===== config.mk =====
export PLATFORM = sky130hd
export DESIGN_NAME = msgq_dual_reset_ctrl
export DESIGN_NICKNAME = d
export VERILOG_FILES = /design/src/rtl/msgq_pkg.sv /design/src/rtl/msgq_size_reg.sv /design/src/rtl/msgq_handshake.sv /design/src/rtl/msgq_ptr.sv /design/src/rtl/msgq_dual_reset_ctrl.sv
export SDC_FILE = /design/constraint.sdc
export NUM_CORES = 1
export LEC_CHECK = 0
export BUFFER_PORTS_ARGS = -buffer_cell sky130_fd_sc_hd__buf_2
export CAP_MARGIN = 20
export CELL_PAD_IN_SITES_DETAIL_PLACEMENT = 0
export CELL_PAD_IN_SITES_GLOBAL_PLACEMENT = 1
export CORE_MARGIN = 5
export CORE_UTILIZATION = 35
export CTS_CLUSTER_SIZE = 16
export DETAILED_ROUTE_END_ITERATION = 7
export PLACE_DENSITY_LB_ADDON = 0.1
export SKIP_CTS_REPAIR_TIMING = 1
export SLEW_MARGIN = 10
export SYNTH_ARGS = -nofsm -noshare
export SYNTH_HDL_FRONTEND = slang
export SYNTH_SLANG_ARGS = --single-unit

===== constraint.sdc =====
create_clock -name clk -period 4.3 [get_ports clk]
set_input_delay 0.86 -clock clk [delete_from_list [all_inputs] [get_ports clk]]
set_output_delay 0.86 -clock clk [all_outputs]
set_load 0.005 [all_outputs]

===== src/rtl/msgq_pkg.sv =====
package msgq_pkg;
  // Control word layout; the bit positions are decoded by software on both sides
  localparam int unsigned WORD_W   = 32;
  localparam int unsigned INDEX_W  = 16;
  localparam int unsigned LOC_POS  = 31;
  localparam int unsigned REM_POS  = 30;
  localparam int unsigned NUM_PTRS = 2;
  localparam int unsigned PUT_SEL  = 0;
  localparam int unsigned GET_SEL  = 1;
endpackage


===== src/rtl/msgq_size_reg.sv =====
module msgq_size_reg #(
  parameter int unsigned IDX_W = 16
) (
  input  logic             clk,
  input  logic             rst,
  input  logic             wr_en,
  input  logic             set_en,
  input  logic [IDX_W-1:0] wdata,
  output logic [IDX_W-1:0] last_q,
  output logic [IDX_W-1:0] last_nxt
);
  // write replaces the index, set ORs new ones into it
  always_comb begin
    last_nxt = last_q;
    if (wr_en)       last_nxt = wdata;
    else if (set_en) last_nxt = last_q | wdata;
  end

  always_ff @(posedge clk) begin
    if (rst) last_q <= '0;
    else     last_q <= last_nxt;
  end
endmodule


===== src/rtl/msgq_handshake.sv =====
module msgq_handshake (
  input  logic clk,
  input  logic rst,
  input  logic loc_set,
  input  logic rem_set,
  output logic loc_q,
  output logic rem_q,
  output logic fire
);
  logic loc_nxt;
  logic rem_nxt;

  // both parties agreed in a previous cycle: clear now
  assign fire = loc_q & rem_q;

  always_comb begin
    if (fire) begin
      loc_nxt = 1'b0;
      rem_nxt = 1'b0;
    end else begin
      loc_nxt = loc_q | loc_set;
      rem_nxt = rem_q | rem_set;
    end
  end

  always_ff @(posedge clk) begin
    if (rst) begin
      loc_q <= 1'b0;
      rem_q <= 1'b0;
    end else begin
      loc_q <= loc_nxt;
      rem_q <= rem_nxt;
    end
  end
endmodule


===== src/rtl/msgq_ptr.sv =====
module msgq_ptr #(
  parameter int unsigned IDX_W = 16
) (
  input  logic             clk,
  input  logic             rst,
  input  logic             clr,
  input  logic             adv,
  input  logic [IDX_W-1:0] last,
  output logic [IDX_W-1:0] ptr_q,
  output logic [IDX_W-1:0] ptr_nxt
);
  logic [IDX_W-1:0] succ;

  // wrap at or beyond the last index so a shrunk queue still recovers
  assign succ = (ptr_q >= last) ? '0 : ptr_q + 1'b1;

  always_comb begin
    ptr_nxt = ptr_q;
    if (clr)      ptr_nxt = '0;
    else if (adv) ptr_nxt = succ;
  end

  always_ff @(posedge clk) begin
    if (rst) ptr_q <= '0;
    else     ptr_q <= ptr_nxt;
  end
endmodule


===== src/rtl/msgq_dual_reset_ctrl.sv =====
module msgq_dual_reset_ctrl
  import msgq_pkg::*;
#(
  parameter int unsigned IDX_W  = INDEX_W,
  parameter int unsigned CTRL_W = WORD_W
) (
  input  logic              clk,
  input  logic              rst,
  input  logic              ctrl_wr,
  input  logic              ctrl_set,
  input  logic [CTRL_W-1:0] ctrl_wdata,
  output logic [CTRL_W-1:0] ctrl_rdata,
  input  logic              remote_req,
  input  logic              put_stb,
  input  logic              get_stb,
  output logic [IDX_W-1:0]  put_ptr,
  output logic [IDX_W-1:0]  get_ptr,
  output logic              full,
  output logic              empty
);
  localparam int unsigned RSV_W = CTRL_W - 2 - IDX_W;

  logic [IDX_W-1:0] last_q, last_nxt;
  logic             loc_q, rem_q, fire;
  logic             loc_set;
  logic [IDX_W-1:0] ptr_q   [NUM_PTRS];
  logic [IDX_W-1:0] ptr_nxt [NUM_PTRS];
  logic             adv     [NUM_PTRS];
  logic             full_q, empty_q;
  logic [IDX_W-1:0] put_succ_nxt;

  msgq_size_reg #(.IDX_W(IDX_W)) u_size (
    .clk      (clk),
    .rst      (rst),
    .wr_en    (ctrl_wr),
    .set_en   (ctrl_set),
    .wdata    (ctrl_wdata[IDX_W-1:0]),
    .last_q   (last_q),
    .last_nxt (last_nxt)
  );

  // a zero in the local bit position never clears it
  assign loc_set = (ctrl_wr | ctrl_set) & ctrl_wdata[LOC_POS];

  msgq_handshake u_hs (
    .clk     (clk),
    .rst     (rst),
    .loc_set (loc_set),
    .rem_set (remote_req),
    .loc_q   (loc_q),
    .rem_q   (rem_q),
    .fire    (fire)
  );

  // a clear in progress swallows any strobe of the same cycle
  assign adv[PUT_SEL] = put_stb & ~full_q  & ~fire;
  assign adv[GET_SEL] = get_stb & ~empty_q & ~fire;

  for (genvar g = 0; g < NUM_PTRS; g++) begin : g_ptr
    msgq_ptr #(.IDX_W(IDX_W)) u_ptr (
      .clk     (clk),
      .rst     (rst),
      .clr     (fire),
      .adv     (adv[g]),
      .last    (last_q),
      .ptr_q   (ptr_q[g]),
      .ptr_nxt (ptr_nxt[g])
    );
  end

  // flags derived from next-state values so they line up with the pointers
  assign put_succ_nxt = (ptr_nxt[PUT_SEL] >= last_nxt) ? '0
                      : ptr_nxt[PUT_SEL] + 1'b1;

  always_ff @(posedge clk) begin
    if (rst) begin
      full_q  <= 1'b1;
      empty_q <= 1'b1;
    end else begin
      full_q  <= (put_succ_nxt == ptr_nxt[GET_SEL]);
      empty_q <= (ptr_nxt[PUT_SEL] == ptr_nxt[GET_SEL]);
    end
  end

  assign ctrl_rdata = {loc_q, rem_q, {RSV_W{1'b0}}, last_q};
  assign put_ptr    = ptr_q[PUT_SEL];
  assign get_ptr    = ptr_q[GET_SEL];
  assign full       = full_q;
  assign empty      = empty_q;
endmodule


---- Yosys cells after proc, flatten, opt, wreduce, memory -nomap -nowiden ----
Cells that the tools add are included.
storage, ports and cells
  latch bits .............................. 0
  memories ................................ 0
  bits in writable memories ............... 0
  input port bits ......................... 39
  memory bits (read-only) ................. 0
  word-level logic and storage cells ...... 38
  output and inout port bits .............. 66
  bits in registers ....................... 52
operators by class
  order comparisons ....................... 3
  multiplexer cells ....................... 9
  add/subtract/negate cells ............... 3
  reductions and logical operators ........ 1
  shift-type cells ........................ 0
  bitwise gates (word level) .............. 13
  eq/ne operators ......................... 2
  div/mod/pow operators ................... 0
  $mul .................................... 0
operators by type and width
  kind                     count
  $mux W16                 9
  $add A16 B1 Y16 const B  3
  $ge A16 B16 Y1           3
  $eq A16 B16 Y1           2
  $or A16 B16 Y16          1
  $and A1 B1 Y1            6
  $not A1 Y1               3
  $or A1 B1 Y1             3
  $reduce_or A2 Y1         1

---- Logic depth before layout (Yosys ltp) ----
Gate-level depths: netlist of run 1.
  depth after elaboration ................. 8
  mapped depth ............................ 22
  gate-level depth less buffers ........... 20

---- Cells and area by module ----
From an unflattened synthesis of run 1, not the netlist that was laid out.
second synthesis, totals
  cells, all modules ...................... 620
  area, all modules ....................... 4983.5 um2
by module, submodules not included
  module                seq. area each (um2)  times used  cells an instance  area an instance (um2)
  msgq_ptr              320.3                 2           159                1290.0
  msgq_dual_reset_ctrl  40.0                  1           207                1626.6
  msgq_size_reg         320.3                 1           86                 695.7
  msgq_handshake        40.0                  1           9                  81.3

---- Worst setup path before layout of run 1 ----
Ideal clock, no wire load.
  path kind ............................... register -> register
  from .................................... reg u_size.last_q[15]
  to ...................................... reg full_q, in the netlist full
  slack ................................... -0.407 ns
  path buffers ............................ 3
  stages on the path, launching flop included .. 22
  setup time .............................. 0.116 ns
  period minus slack after synthesis ...... 4.707 ns
  arrival ................................. 4.590 ns
  required time ........................... 4.184 ns
  cell sequence ........................... dfxtp_1 -> inv_1 -> ha_1 -> nand4_1 -> or3_1 -> or4_4 -> a31o_4 -> nand2_4 -> buf_8 -> nor2_2 -> ha_1 -> a21oi_1 -> nor2_1 -> a211oi_1 -> o211ai_1 -> a211oi_1 -> clkbuf_1 -> clkbuf_1 -> a21boi_0 -> o21ai_0 -> a32oi_1 -> a41o_1
between the ends
  word-level cells in the longest chain between the ends .. 7
  elaborated cells between the ends (all ways) .. 15
  those cells by class .................... add/sub (1); order compare (3); eq/ne (1); mux (9); bitwise (1)
ends and longest elaborated chain
  item                                                      RTL line                                                source
  start: declaration                                        msgq_size_reg.sv:9                                      output logic [IDX_W-1:0] last_q,
  start signal: assignment                                  msgq_size_reg.sv:21                                     else last_q <= last_nxt;
  $ge A16 B16 Y1 (*)                                        msgq_ptr.sv:15                                          assign succ = (ptr_q >= last) ? '0 : ptr_q + 1'b1;
  $mux W16 (*)                                              msgq_ptr.sv:15
  $mux W16 (*)                                              msgq_ptr.sv:20                                          else if (adv) ptr_nxt = succ;
  $mux W16 (*)                                              msgq_ptr.sv:19                                          if (clr) ptr_nxt = '0;
  net g_ptr[0].u_ptr.ptr_nxt[9]                             msgq_ptr.sv:10                                          output logic [IDX_W-1:0] ptr_nxt
  $add A16 B1 Y16 / $ge A16 B16 Y1 (equally long branches)  msgq_dual_reset_ctrl.sv:73, msgq_dual_reset_ctrl.sv:72
  $mux W16 (*)                                              msgq_dual_reset_ctrl.sv:72                              assign put_succ_nxt = (ptr_nxt[PUT_SEL] >= last_nxt) ? '0
  $eq A16 B16 Y1 (*)                                        msgq_dual_reset_ctrl.sv:80                              full_q <= (put_succ_nxt == ptr_nxt[GET_SEL]);
  end signal: assignment                                    msgq_dual_reset_ctrl.sv:80
  end: declaration                                          msgq_dual_reset_ctrl.sv:29                              logic full_q, empty_q;
Mark *: on every way through the listed nets, which the timed path passes. The rest lies on a longest branch.
A chain may end at the register's enable or synchronous reset.

---- Worst setup path after layout of run 1 ----
Same ends and word-level chain as after synthesis.

==> metrics.md, run 1 <==
| Metric | Value |
|---|---|
| Final period util | 107% |
| Min-Delay Path Depth | 2 |
| Reg area | between 1000 and 1500 µm² |
| Post-DR vias/cell | 5.23 |
| Cells after Synth | 604 |
| Clk_lat worst skew | 310 ps |
| Relative slew slack | between 20% and 30% |
| I/O pin count | 105 |
| Post-Route WL | 16.2 mm |
| Crit path DAT | approximately 4900 ps |
| Worst Reg-to-Reg Cells | 23 |
| Fill cell count | ~1.4k |
| Drt drc | 0 |
| Clk sink count | 52 |
| Final-report hold violation count | 0 |
| CTS tree | yes |
| Die footprint | 16000 µm² |
| Final GP Congestion | approximately 0.85 |
| Num rows | 42 |
| Number of diodes | 0 |
| Routed len/inst | about 17 µm |
| Pin count of the biggest net entering global routing | between 50 and 60 |
| Iteration-0 DRC Markers | between 200 and 300 |
| Layout area overhead | 30.7% |
| Cell area power density | ~220 nW/µm² |
| RSZ-0062 raised after global routing | true |
| Worst-path maximum fanout | 8 |
| Power, Total | 1.38 mW |
| Critical R2R Launch | u_size.last_q[15]$_SDFF_PP0_ |
| Crit path capture type | flip-flop |
| Distinct cells, synth | 72 |
| Hold path start | u_hs.rem_q$_SDFF_PP0_ |
| Reg clk slew, reported paths | 70 ps |
| Violated checks | setup timing |
| Leakage power | 2.96 nW |
| Initial Utilization | between 30% and 40% |
| Hpwl dp | between 10 and 15 mm |
| I/O Buffers | between 70 and 80 |
| Initial antenna violation count | 0 |
| Pins Over Slew Limit | 0 |
| Yosys warns | 0 |
| Chip height | 127 µm |
| Final ANT Viol Nets | 0 |
| Worst-margin pin slew | 1050 ps |
| TritonCTS Buffers | 5 |
| Critical path launch point type | flip-flop |
| Hold endpoint | u_hs.rem_q$_SDFF_PP0_ |
| Worst Setup Path Type | flip-flop to flip-flop |
| Vias in the first global route | slightly below 5k |
| Detailed-router iteration count before antenna repair | 4 |
| First-pass GRT wire length | between 20 and 30 mm |
| Worst min path class | flip-flop to flip-flop |
| Final Skew | about 9.1 ps |
| Area of the multi-input gates | 3550 µm² |
| Root Driver | clkbuf_16 |
| GRT Residual Overflow | 0 |
| Maximum clock frequency | ~0.22 GHz |
| Layout cell share with drive strength beyond 1 | 30.5% |
| Die extent in x | approximately 130 µm |
| Maxcap violations | 0 |
| Post-synthesis register bit count | 52 |
| Mapped Area | 4760 µm² |
| H-Tree Depth | 2 |
| Core ar. | 13300 µm² |
| CP required | 4550 ps |
| Vias | 4894 |
| Seq/Total Area, Yosys | 21.9% |
| Reg2Reg Setup Slack | -320 ps |
| Max VDD drop | roughly 0.00014 V |
| Core Util, Final | 46.8% |
| Reg-to-reg endpoint | full$_SDFF_PP1_ |
| Async SR Flop Fraction | 0% |
| Minimum clock period | 4620 ps |
| Longest Clk Path Bufs | 2 |
| EDFF count, synth | 0 |
| Status | finished, violations left |
| Final WS setup | -318 ps |
| GRT Util Overall | 20.1% |
| Mean post-synth cell area | 7.88 µm² |
| Final number of setup-violating endpoints | 1 |
| Fin nets | around 850 |
| Top_reg_cell synth | dfxtp_1 |
[cells in the final DEF (no fill, tap or decap), types with 4 or more instances in the layout]
cell type | synthesis | layout
mux2i_1 | 4 | 4
a31oi_1 | 6 | 6
o21ai_1 | 2 | 4
buf_6 | 0 | 4
dfxtp_1 | 52 | 49
xnor2_1 | 33 | 33
o21a_1 | 4 | 4
nor2_1 | 73 | 73
inv_1 | 29 | 25
nand2b_1 | 8 | 7
a2bb2oi_1 | 15 | 15
ha_1 | 51 | 47
clkbuf_16 | 0 | 5
nor3_1 | 34 | 30
o21ai_0 | 9 | 7
nand3_1 | 19 | 19
a21oi_1 | 18 | 17
nor3_2 | 4 | 7
inv_2 | 0 | 4
conb_1 | 1 | 14
a221oi_1 | 4 | 4
nand4b_1 | 6 | 6
and3_1 | 8 | 8
nor2b_1 | 6 | 6
nor4_1 | 5 | 5
a21o_1 | 6 | 6
nand4_1 | 19 | 19
or2_2 | 9 | 9
ha_4 | 0 | 4
o211ai_1 | 5 | 5
xor2_1 | 26 | 26
nand2_1 | 44 | 44
buf_4 | 16 | 94
buf_2 | 1 | 75
a211o_1 | 5 | 5
[per-layer routing]
layer	part of all wire (%)	global-route usage (%)	up-vias
li1	-	-	2468
met3	5.4	4.83	16
met1	46	25.9	2282
met4	1.5	4.73	0
met2	47	33.9	128
met5	0	0	-
[flip-flops by register name, indices dropped and copies added (netlist names)]
register,cells
g_ptr.u_ptr.ptr_q,32
u_size.last_q,16
empty,1
full,1
u_hs.loc_q,1
u_hs.rem_q,1
[final cells by class]
class	instances	area share, %
clock buffer	7	2.29
clock inverter	1	0.121
inverter	29	1.75
multi-input combinational	497	57.1
sequential	52	16.8
tap	176	3.54
timing repair buffer	174	18.4
[kinds of logic after synthesis]
| logic type | synth area share [%] |
|---|---|
| muxes | 1.37 |
| DFF | 21.9 |
| AOI/OAI and AO/OA | 16.2 |
| xor gates and xnor gates | 11.2 |
| and+or+nand+nor | 29.0 |
| other | 0.0788 |
| buffers and inverters | 6.89 |
| adders and majority gates | 13.4 |
[critical path, stage by stage, from the launching register on]
cell and delay (ps):
dfxtp_1 340, inv_2 60, ha_4 270, nand4_1 100
or3_4 440, or4_4 520, buf_6 140, a31oi_4 280
buf_6 150, nor2_2 30, inv_1 70, ha_1 230
nand2b_4 130, a21o_1 170, a31oi_1 140, o211ai_1 170
a211oi_2 400, buf_6 200, nand2b_1 60, o41ai_1 60
nand2_1 90, o21a_1 110, nor3_1 190, a41o_1 180
[Yosys cell counts, types with 4 or more instances]
cell type	n	area share (%)
a221oi_1	4	0.74
a21oi_1	18	1.9
inv_1	29	2.3
mux2i_1	4	0.84
nor4_1	5	0.66
o211ai_1	5	0.79
buf_4	16	2.5
clkbuf_1	19	1.5
dfxtp_1	52	22
xor2_1	26	4.8
nor3_2	4	0.84
nor3_1	34	3.6
nor2_1	73	5.8
ha_1	51	13
or2_2	9	1.2
nand4_1	19	2.5
o21ai_0	9	0.95
a31oi_1	6	0.79
nand3_1	19	2.0
a211oi_1	4	0.63
nand2_1	44	3.5
nand4b_1	6	1.1
a2bb2oi_1	15	2.8
and3_1	8	1.1
or3_1	4	0.53
nor2b_1	6	0.79
nand2b_1	8	1.1
o21a_1	4	0.63
a211o_1	5	0.92
xnor2_1	33	6.1
a21o_1	6	0.95
[per-stage QoR]
step	std cells	TNS (ps)	worst slack [ps]	instance area, µm²	hold slack (ps)
finish	936	-318	-318	6220	580
global route	936	-505	-505	6220	640
CTS	934	-437	-437	6090	588
detailed placement	926	-419	-419	5940	571
global placement	926	-390	-390	5940	550
floorplan	617	0	6.60	4830	537
[worst max-delay path by stage]
stage	from	endpoint	cells past startpoint
finish	u_size.last_q[15]$_SDFF_PP0_	full$_SDFF_PP1_	23
global placement	u_size.last_q[13]$_SDFF_PP0_	full$_SDFF_PP1_	18
floorplan	u_size.last_q[13]$_SDFF_PP0_	full$_SDFF_PP1_	22
detailed placement	u_size.last_q[13]$_SDFF_PP0_	full$_SDFF_PP1_	19
global route	u_size.last_q[13]$_SDFF_PP0_	full$_SDFF_PP1_	22
CTS	u_size.last_q[13]$_SDFF_PP0_	full$_SDFF_PP1_	19
[power by group]
part	internal (mW)	switching (mW)	leakage, nW
Combinational	0.205	0.222	2.46
Clock	0.233	0.196	0.0701
Sequential	0.507	0.0200	0.425
(Power assumes the default switching activity.)
==> run 2: changes to the inputs <==
--- a/config.mk
+++ b/config.mk
@@ -5,7 +5,6 @@
 export SDC_FILE = /design/constraint.sdc
 export NUM_CORES = 1
 export LEC_CHECK = 0
-export BUFFER_PORTS_ARGS = -buffer_cell sky130_fd_sc_hd__buf_2
 export CAP_MARGIN = 20
 export CELL_PAD_IN_SITES_DETAIL_PLACEMENT = 0
 export CELL_PAD_IN_SITES_GLOBAL_PLACEMENT = 1
@@ -13,6 +12,7 @@
 export CORE_UTILIZATION = 35
 export CTS_CLUSTER_SIZE = 16
 export DETAILED_ROUTE_END_ITERATION = 7
+export DONT_BUFFER_PORTS = 1
 export PLACE_DENSITY_LB_ADDON = 0.1
 export SKIP_CTS_REPAIR_TIMING = 1
 export SLEW_MARGIN = 10
==> constraint.sdc (replaced) <==
create_clock -name clk -period 4.3 [get_ports clk]
set_input_delay 0.43 -clock clk [delete_from_list [all_inputs] [get_ports clk]]
set_output_delay 0.43 -clock clk [all_outputs]
set_load 0.005 [all_outputs]
==> run 2 against run 1 <==
  * The flow still finishes with violations (setup timing)
  * Worst hold slack got worse by 390 ps
  * First-iteration DRC count shrank 28%
  * Register-to-register slack about the same
  * Flip-flop and latch count unchanged
  * Sequential share of layout area up 1.0 points
  * Core utilization shrank 2.7 points
  * Clock skew is essentially flat
  * Fmax about the same
  * Sequential power rose by 0.8%
  * Cell count shrank 7.7%
  * Die area stayed put
==> metrics.md, run 2 (same netlist as run 1, synthesis figures left out) <==
| Metric | Value |
|---|---|
| Pin count of the biggest net entering global routing | 53 (unchanged) |
| Die footprint | 16000 µm² (unchanged) |
| Final WS setup | -315 ps (+2.92 ps) |
| I/O Buffers | 0 (-100%) |
| Worst Reg-to-Reg Cells | 19 (-17%) |
| Detailed-router iteration count before antenna repair | 4 (unchanged) |
| Crit path DAT | 4810 ps (-60 ps) |
| Maximum clock frequency | 0.217 GHz (about the same) |
| Finished Cell Area | 5860 µm² (-5.7%) |
| Placed Instances | 845 (-8.7%) |
| Critical R2R Launch | u_size.last_q[15]$_SDFF_PP0_ |
| Iteration-0 DRC Markers | 200 (-28%) |
| Reg area | 1050 µm² (+0.12%) |
| Num rows | 42 (unchanged) |
| Violated checks | setup timing |
| GR met2 Demand/Resource | 33.5% (-0.37 points) |
| Worst min path class | primary input to flip-flop |
| Layout area overhead | 23.3% |
| Initial Utilization | 35.8% (unchanged) |
| Commonest cells after routing, fill and taps aside | buf_4 (99), nor2_1 (71), dfxtp_1 (48), nand2_1 (44), ha_1 (44) |
| Minimum clock period | 4620 ps (-2.92 ps) |
| Fin nets | 777 (-8.5%) |
| Longest Clk Path Bufs | 2 (unchanged) |
| Dpl ws | -476 ps (-57.1 ps) |
| Max reg flops | 32 (unchanged) |
| CP Launch Point | u_size.last_q[15]$_SDFF_PP0_ |
| Vias | 4695 (-4.1%) |
| Post-DR vias/cell | 5.43 (+3.9%) |
| Hold path start | rst |
| Final ANT Viol Nets | 0 (unchanged) |
| Worst Setup Path Type | flip-flop to flip-flop |
| Final TNS setup | -315 ps (+2.92 ps) |
| Drt drc | 0 (unchanged) |
| Fin cells | 864 (-7.7%) |
| Post-place instance area | 5510 µm² (-7.3%) |
| Initial antenna violation count | 0 (unchanged) |
| Number of diodes | 0 (unchanged) |
| Reg clk slew, reported paths | 70 ps (about the same) |
| RSZ-0062 raised after global routing | true |
| Area of the multi-input gates | 3570 µm² (+0.71%) |
| Vias in the first global route | 4572 (-6.2%) |
| Relative slew slack | 50.5% (+21 points) |
| Reg2Reg Setup Slack | -320 ps (about the same) |
| Cell area power density | 226 nW/µm² (+1.7%) |
| Clk_lat worst skew | 300 ps (about the same) |
| Most common library cell in the layout ignoring fill and taps | buf_4 |
| GRT Residual Overflow | 0 (unchanged) |
| Chip height | 127 µm (unchanged) |
| GRT met1 Usage | 25.4% (-0.56 points) |
| Hpwl dp | 13.1 mm (-2.1%) |
| Max VDD drop | 0.000137 V (-3.6%) |
| Hold slack | 190 ps (-390 ps) |
| Reg-to-reg endpoint | full$_SDFF_PP1_ |
| Layout cell share with drive strength beyond 1 | 23.1% (-7.4 points) |
| CTS tree | yes |
| Crit path capture type | flip-flop |
| Met3 GRT Util | 4.79% (-0.042 points) |
| Root Driver | clkbuf_16 |
| Core Util, Final | 44.1% (-2.7 points) |
| CP required | 4500 ps (-50 ps) |
| Fill cell count | 1358 (-0.37%) |
| Power, Total | 1.33 mW (-4.1%) |
| Final-report hold violation count | 0 (unchanged) |
| TritonCTS Buffers | 5 (unchanged) |
| Gr busiest metal | met2 |
| Worst-margin pin slew | 724 ps (-330 ps) |
| Largest registers | g_ptr.u_ptr.ptr_q x32, u_size.last_q x16 |
| Final Skew | 9.61 ps (+0.465 ps) |
| Post-Route WL | 16.3 mm (about the same) |
| Min-Delay Path Depth | 1 (-1) |
| Leakage power | 2.60 nW (-12%) |
| Hold endpoint | u_size.last_q[3]$_SDFF_PP0_ |
| GRT Util Overall | 19.9% (-0.19 points) |
| Routed len/inst | 18.8 µm (+8.4%) |
| Pins Over Slew Limit | 0 (unchanged) |
| Clk sink count | 52 (unchanged) |
| Critical path launch point type | flip-flop |
| Maxcap violations | 0 (unchanged) |
| Final period util | 107% (about the same) |
| I/O pin count | 105 (unchanged) |
| Top reg by flops | g_ptr.u_ptr.ptr_q |
| Status | finished, violations left |
| Core ar. | 13300 µm² (unchanged) |
| Die extent in x | 127 µm (unchanged) |
| Final GP Congestion | 0.847 (-0.35%) |
| H-Tree Depth | 2 (unchanged) |
| First-pass GRT wire length | 25.1 mm (-2.2%) |
| Final number of setup-violating endpoints | 1 (unchanged) |
| Worst-path maximum fanout | 8 (unchanged) |
run 2: layout make-up:
class	instances	area share [%]
multi-input combinational	497	61.0
sequential	52	17.8
timing repair buffer	102	13.1
tap	176	3.76
clock buffer	7	2.26
inverter	29	1.90
clock inverter	1	0.149
run 2: routing by layer:
layer | part of all wire, % | vias up
met4 | 2.4 | 0
met1 | 44 | 2235
met5 | 0 | -
met3 | 6.1 | 23
met2 | 47 | 124
li1 | - | 2313
run 2: how the worst max path moves through the flow:
stage / endpoint / slack, ps
3_5_place_dp: full$_SDFF_PP1_ / -480
2_1_floorplan: full$_SDFF_PP1_ / 7
3_3_place_gp: full$_SDFF_PP1_ / -370
4_1_cts: full$_SDFF_PP1_ / -490
6_report: full$_SDFF_PP1_ / -320
5_1_grt: full$_SDFF_PP1_ / -500
run 2: power by group:
part / total [mW] / switching [mW] / internal [mW]
clock network: 0.412 / 0.194 / 0.218
logic: 0.383 / 0.201 / 0.182
registers: 0.531 / 0.0243 / 0.507
total: 1.33 / 0.419 / 0.907
run 2: critical path, cell delays in order (launching register included):
cell and delay [ps]:
dfxtp_2 360, inv_4 60, ha_4 260, nand4_1 110, or3_4 430, or4_4 540, a31oi_4 250, buf_6 160
nor3_4 50, ha_1 330, nand2_1 70, nor2_1 40, a211oi_2 330, o211ai_1 240, a211oi_2 410, buf_2 270
buf_4 140, a211o_1 110, a32oi_1 90, a41o_1 250
==> run 3: changes to the inputs <==
==> constraint.sdc (replaced) <==
create_clock -name clk -period 5.5 [get_ports clk]
set_input_delay 0.55 -clock clk [delete_from_list [all_inputs] [get_ports clk]]
set_output_delay 0.55 -clock clk [all_outputs]
set_load 0.005 [all_outputs]
==> run 3 against run 2 <==
  * The flow now finishes without violations
  * Register-to-register slack improved by 650 ps
  * Die area unchanged
  * Critical path depth increased by 1
  * Worst hold slack improved by 120 ps
  * Fmax decreased by 11%
  * Sequential share of layout area increased by 2.6 points
  * Combinational power decreased by 38%
  * Power decreased by 25%
  * Critical path type unchanged
  * Worst setup slack improved by 650 ps
  * Cell count decreased by 10%
==> metrics.md, run 3 (same netlist as run 1, synthesis figures left out) <==
| Metric | Value |
|---|---|
| Critical path launch point type | flip-flop |
| RSZ-0062 raised after global routing | false |
| CTS tree | yes |
| Worst-path maximum fanout | 19 (+11) |
| Max reg flops | 32 (unchanged) |
| Clk sink count | 52 (unchanged) |
| Met3 GRT Util | 3.78% (-1.0 points) |
| Top reg by flops | g_ptr.u_ptr.ptr_q |
| Core ar. | 13300 µm² (unchanged) |
| Num rows | 42 (unchanged) |
| Status | finished, final reports clean |
| Most common library cell in the layout ignoring fill and taps | nor2_1 |
| First-pass GRT wire length | 24.0 mm (-4.1%) |
| Pins Over Slew Limit | 0 (unchanged) |
| Vias in the first global route | 4178 (-8.6%) |
| Minimum clock period | 5170 ps (+553 ps) |
| Chip height | 127 µm (unchanged) |
| Detailed-router iteration count before antenna repair | 4 (unchanged) |
| Die footprint | 16000 µm² (unchanged) |
| Hpwl dp | 12.7 mm (-2.7%) |
| Slowest cell on the critical path | or4_4 |
| GR met2 Demand/Resource | 32.2% (-1.3 points) |
| Commonest cells after routing, fill and taps aside | nor2_1 (73), dfxtp_1 (52), ha_1 (51), nand2_1 (44), nor3_1 (34) |
| Final number of setup-violating endpoints | 0 (-1) |
| Max VDD drop | 0.000106 V (-23%) |
| Worst-margin pin slew | 633 ps (-91.0 ps) |
| GRT Util Overall | 19.2% (-0.71 points) |
| Crit path top cell by count | ha_1 |
| Crit path capture type | flip-flop |
| Die extent in x | 127 µm (unchanged) |
| Final-report hold violation count | 0 (unchanged) |
| Drt drc | 0 (unchanged) |
| Final ANT Viol Nets | 0 (unchanged) |
| Longest Clk Path Bufs | 2 (unchanged) |
| H-Tree Depth | 2 (unchanged) |
| Vias | 4337 (-7.6%) |
| Leakage power | 2.17 nW (-16%) |
| Crit path DAT | 5360 ps (+550 ps) |
| Reg clk slew, reported paths | 70 ps (about the same) |
| Maximum clock frequency | 0.193 GHz (-11%) |
| Pin count of the biggest net entering global routing | 53 (unchanged) |
| Final TNS setup | 0 ps (+315 ps) |
| Final GP Congestion | 0.811 (-4.2%) |
| Largest registers | g_ptr.u_ptr.ptr_q x32, u_size.last_q x16 |
| WP buf/inv | 3 (-1) |
| Root Driver | clkbuf_16 |
| Post-Route WL | 15.6 mm (-3.7%) |
| GRT Residual Overflow | 0 (unchanged) |
| Worst Setup Path Type | flip-flop to flip-flop |
| CP required | 5700 ps (+1200 ps) |
| Layout area overhead | 6.89% |
| GRT met1 Usage | 25.4% (-0.026 points) |
| Maxcap violations | 0 (unchanged) |
| I/O Buffers | 0 (unchanged) |
| Core Util, Final | 38.2% (-5.9 points) |
| Hold slack | 311 ps (+121 ps) |
| Post-DR vias/cell | 5.57 (+2.6%) |
| Initial Utilization | 35.8% (unchanged) |
| Delay-heaviest family, CP | compound AO/OA/AOI/OAI gates |
| Routed len/inst | 20.1 µm (+6.9%) |
| Iteration-0 DRC Markers | 205 (+2.5%) |
| Clk_lat worst skew | 300 ps (about the same) |
| Final period util | 94.0% (-13 points) |
| Cell area power density | 195 nW/µm² (-14%) |
| Fin nets | 691 (-11%) |
| Critical Path, Cell by Cell | inv_1 -> ha_1 -> nand4_1 -> or3_1 -> or4_4 -> a31o_4 -> nand2_4 -> nor2_2 -> ha_1 -> a21oi_1 -> nor2_1 -> a211oi_1 -> buf_4 -> o211ai_1 -> a211oi_2 -> buf_6 -> a21boi_0 -> o21ai_0 -> a32oi_1 -> a41o_1 |
| TritonCTS Buffers | 5 (unchanged) |
| I/O pin count | 105 (unchanged) |
| Final Skew | 6.32 ps (-3.29 ps) |
| Worst path max stage delay | 620 ps (+80 ps) |
| Layout cell share with drive strength beyond 1 | 8.97% (-14 points) |
| Number of diodes | 0 (unchanged) |
| Initial antenna violation count | 0 (unchanged) |
| Gr busiest metal | met2 |
| Relative slew slack | 56.7% (+6.2 points) |
| Worst min path class | primary input to flip-flop |
[run 3: cell types whose count changed in the layout (fill, tap and decap cells not counted), sizes merged]
cell,previous run,this run
clkinv,1,2
buf,102,16
clkbuf,7,6
[run 3: worst reg2reg max path, delay by kind of cell, from the launching register on]
kind,cells,cell delay [ps]
buffers and inverters,3,530
AND/OR/NAND/NOR,6,1640
AO/OA/AOI/OAI,9,1880
flip-flops,1,370
adder cells (fa/ha/maj),2,660
[run 3: cell type report]
cell class / count / area (µm²)
clock buffer: 6 / 139
clock inverter: 2 / 10.0
tap: 176 / 220
multi-input combinational: 497 / 3440
timing repair buffer: 16 / 124
fill: 1409 / 8210
sequential: 52 / 1040
inverter: 29 / 109
[run 3: layer usage]
layer / routed length [µm] / vias to the layer above
met1: 6900 / 2067
met5: 0 / -
met2: 7450 / 111
li1: - / 2140
met3: 1060 / 19
met4: 227 / 0
[run 3: report_power, final]
group | total (mW) | switching, mW | internal (mW)
Sequential | 0.422 | 0.0258 | 0.396
Clock | 0.332 | 0.152 | 0.180
Combinational | 0.238 | 0.137 | 0.101
Total | 0.992 | 0.315 | 0.677
[run 3: metrics by stage]
stage / cell area (µm²) / instances / power (mW) / setup slack (ps)
global route: 5080 / 778 / 1.05 / 43.2
detailed placement: 4930 / 770 / 0.673 / 384
CTS: 5080 / 778 / 1.01 / 356
finish: 5080 / 778 / 0.992 / 332
floorplan: 4810 / 617 / 0.615 / 793
global placement: 4930 / 770 / 0.666 / 472
[run 3: worst paths after layout]
check                                     from                          end  slack (ps)  cells past startpoint
setup / recovery  u_size.last_q[15]$_SDFF_PP0_              full$_SDFF_PP1_         330                     20
hold / removal                             rst  u_size.last_q[7]$_SDFF_PP0_         310                      1
setup reg to reg  u_size.last_q[15]$_SDFF_PP0_              full$_SDFF_PP1_         330                     20
hold reg to reg          u_hs.rem_q$_SDFF_PP0_        u_hs.rem_q$_SDFF_PP0_         600                      2
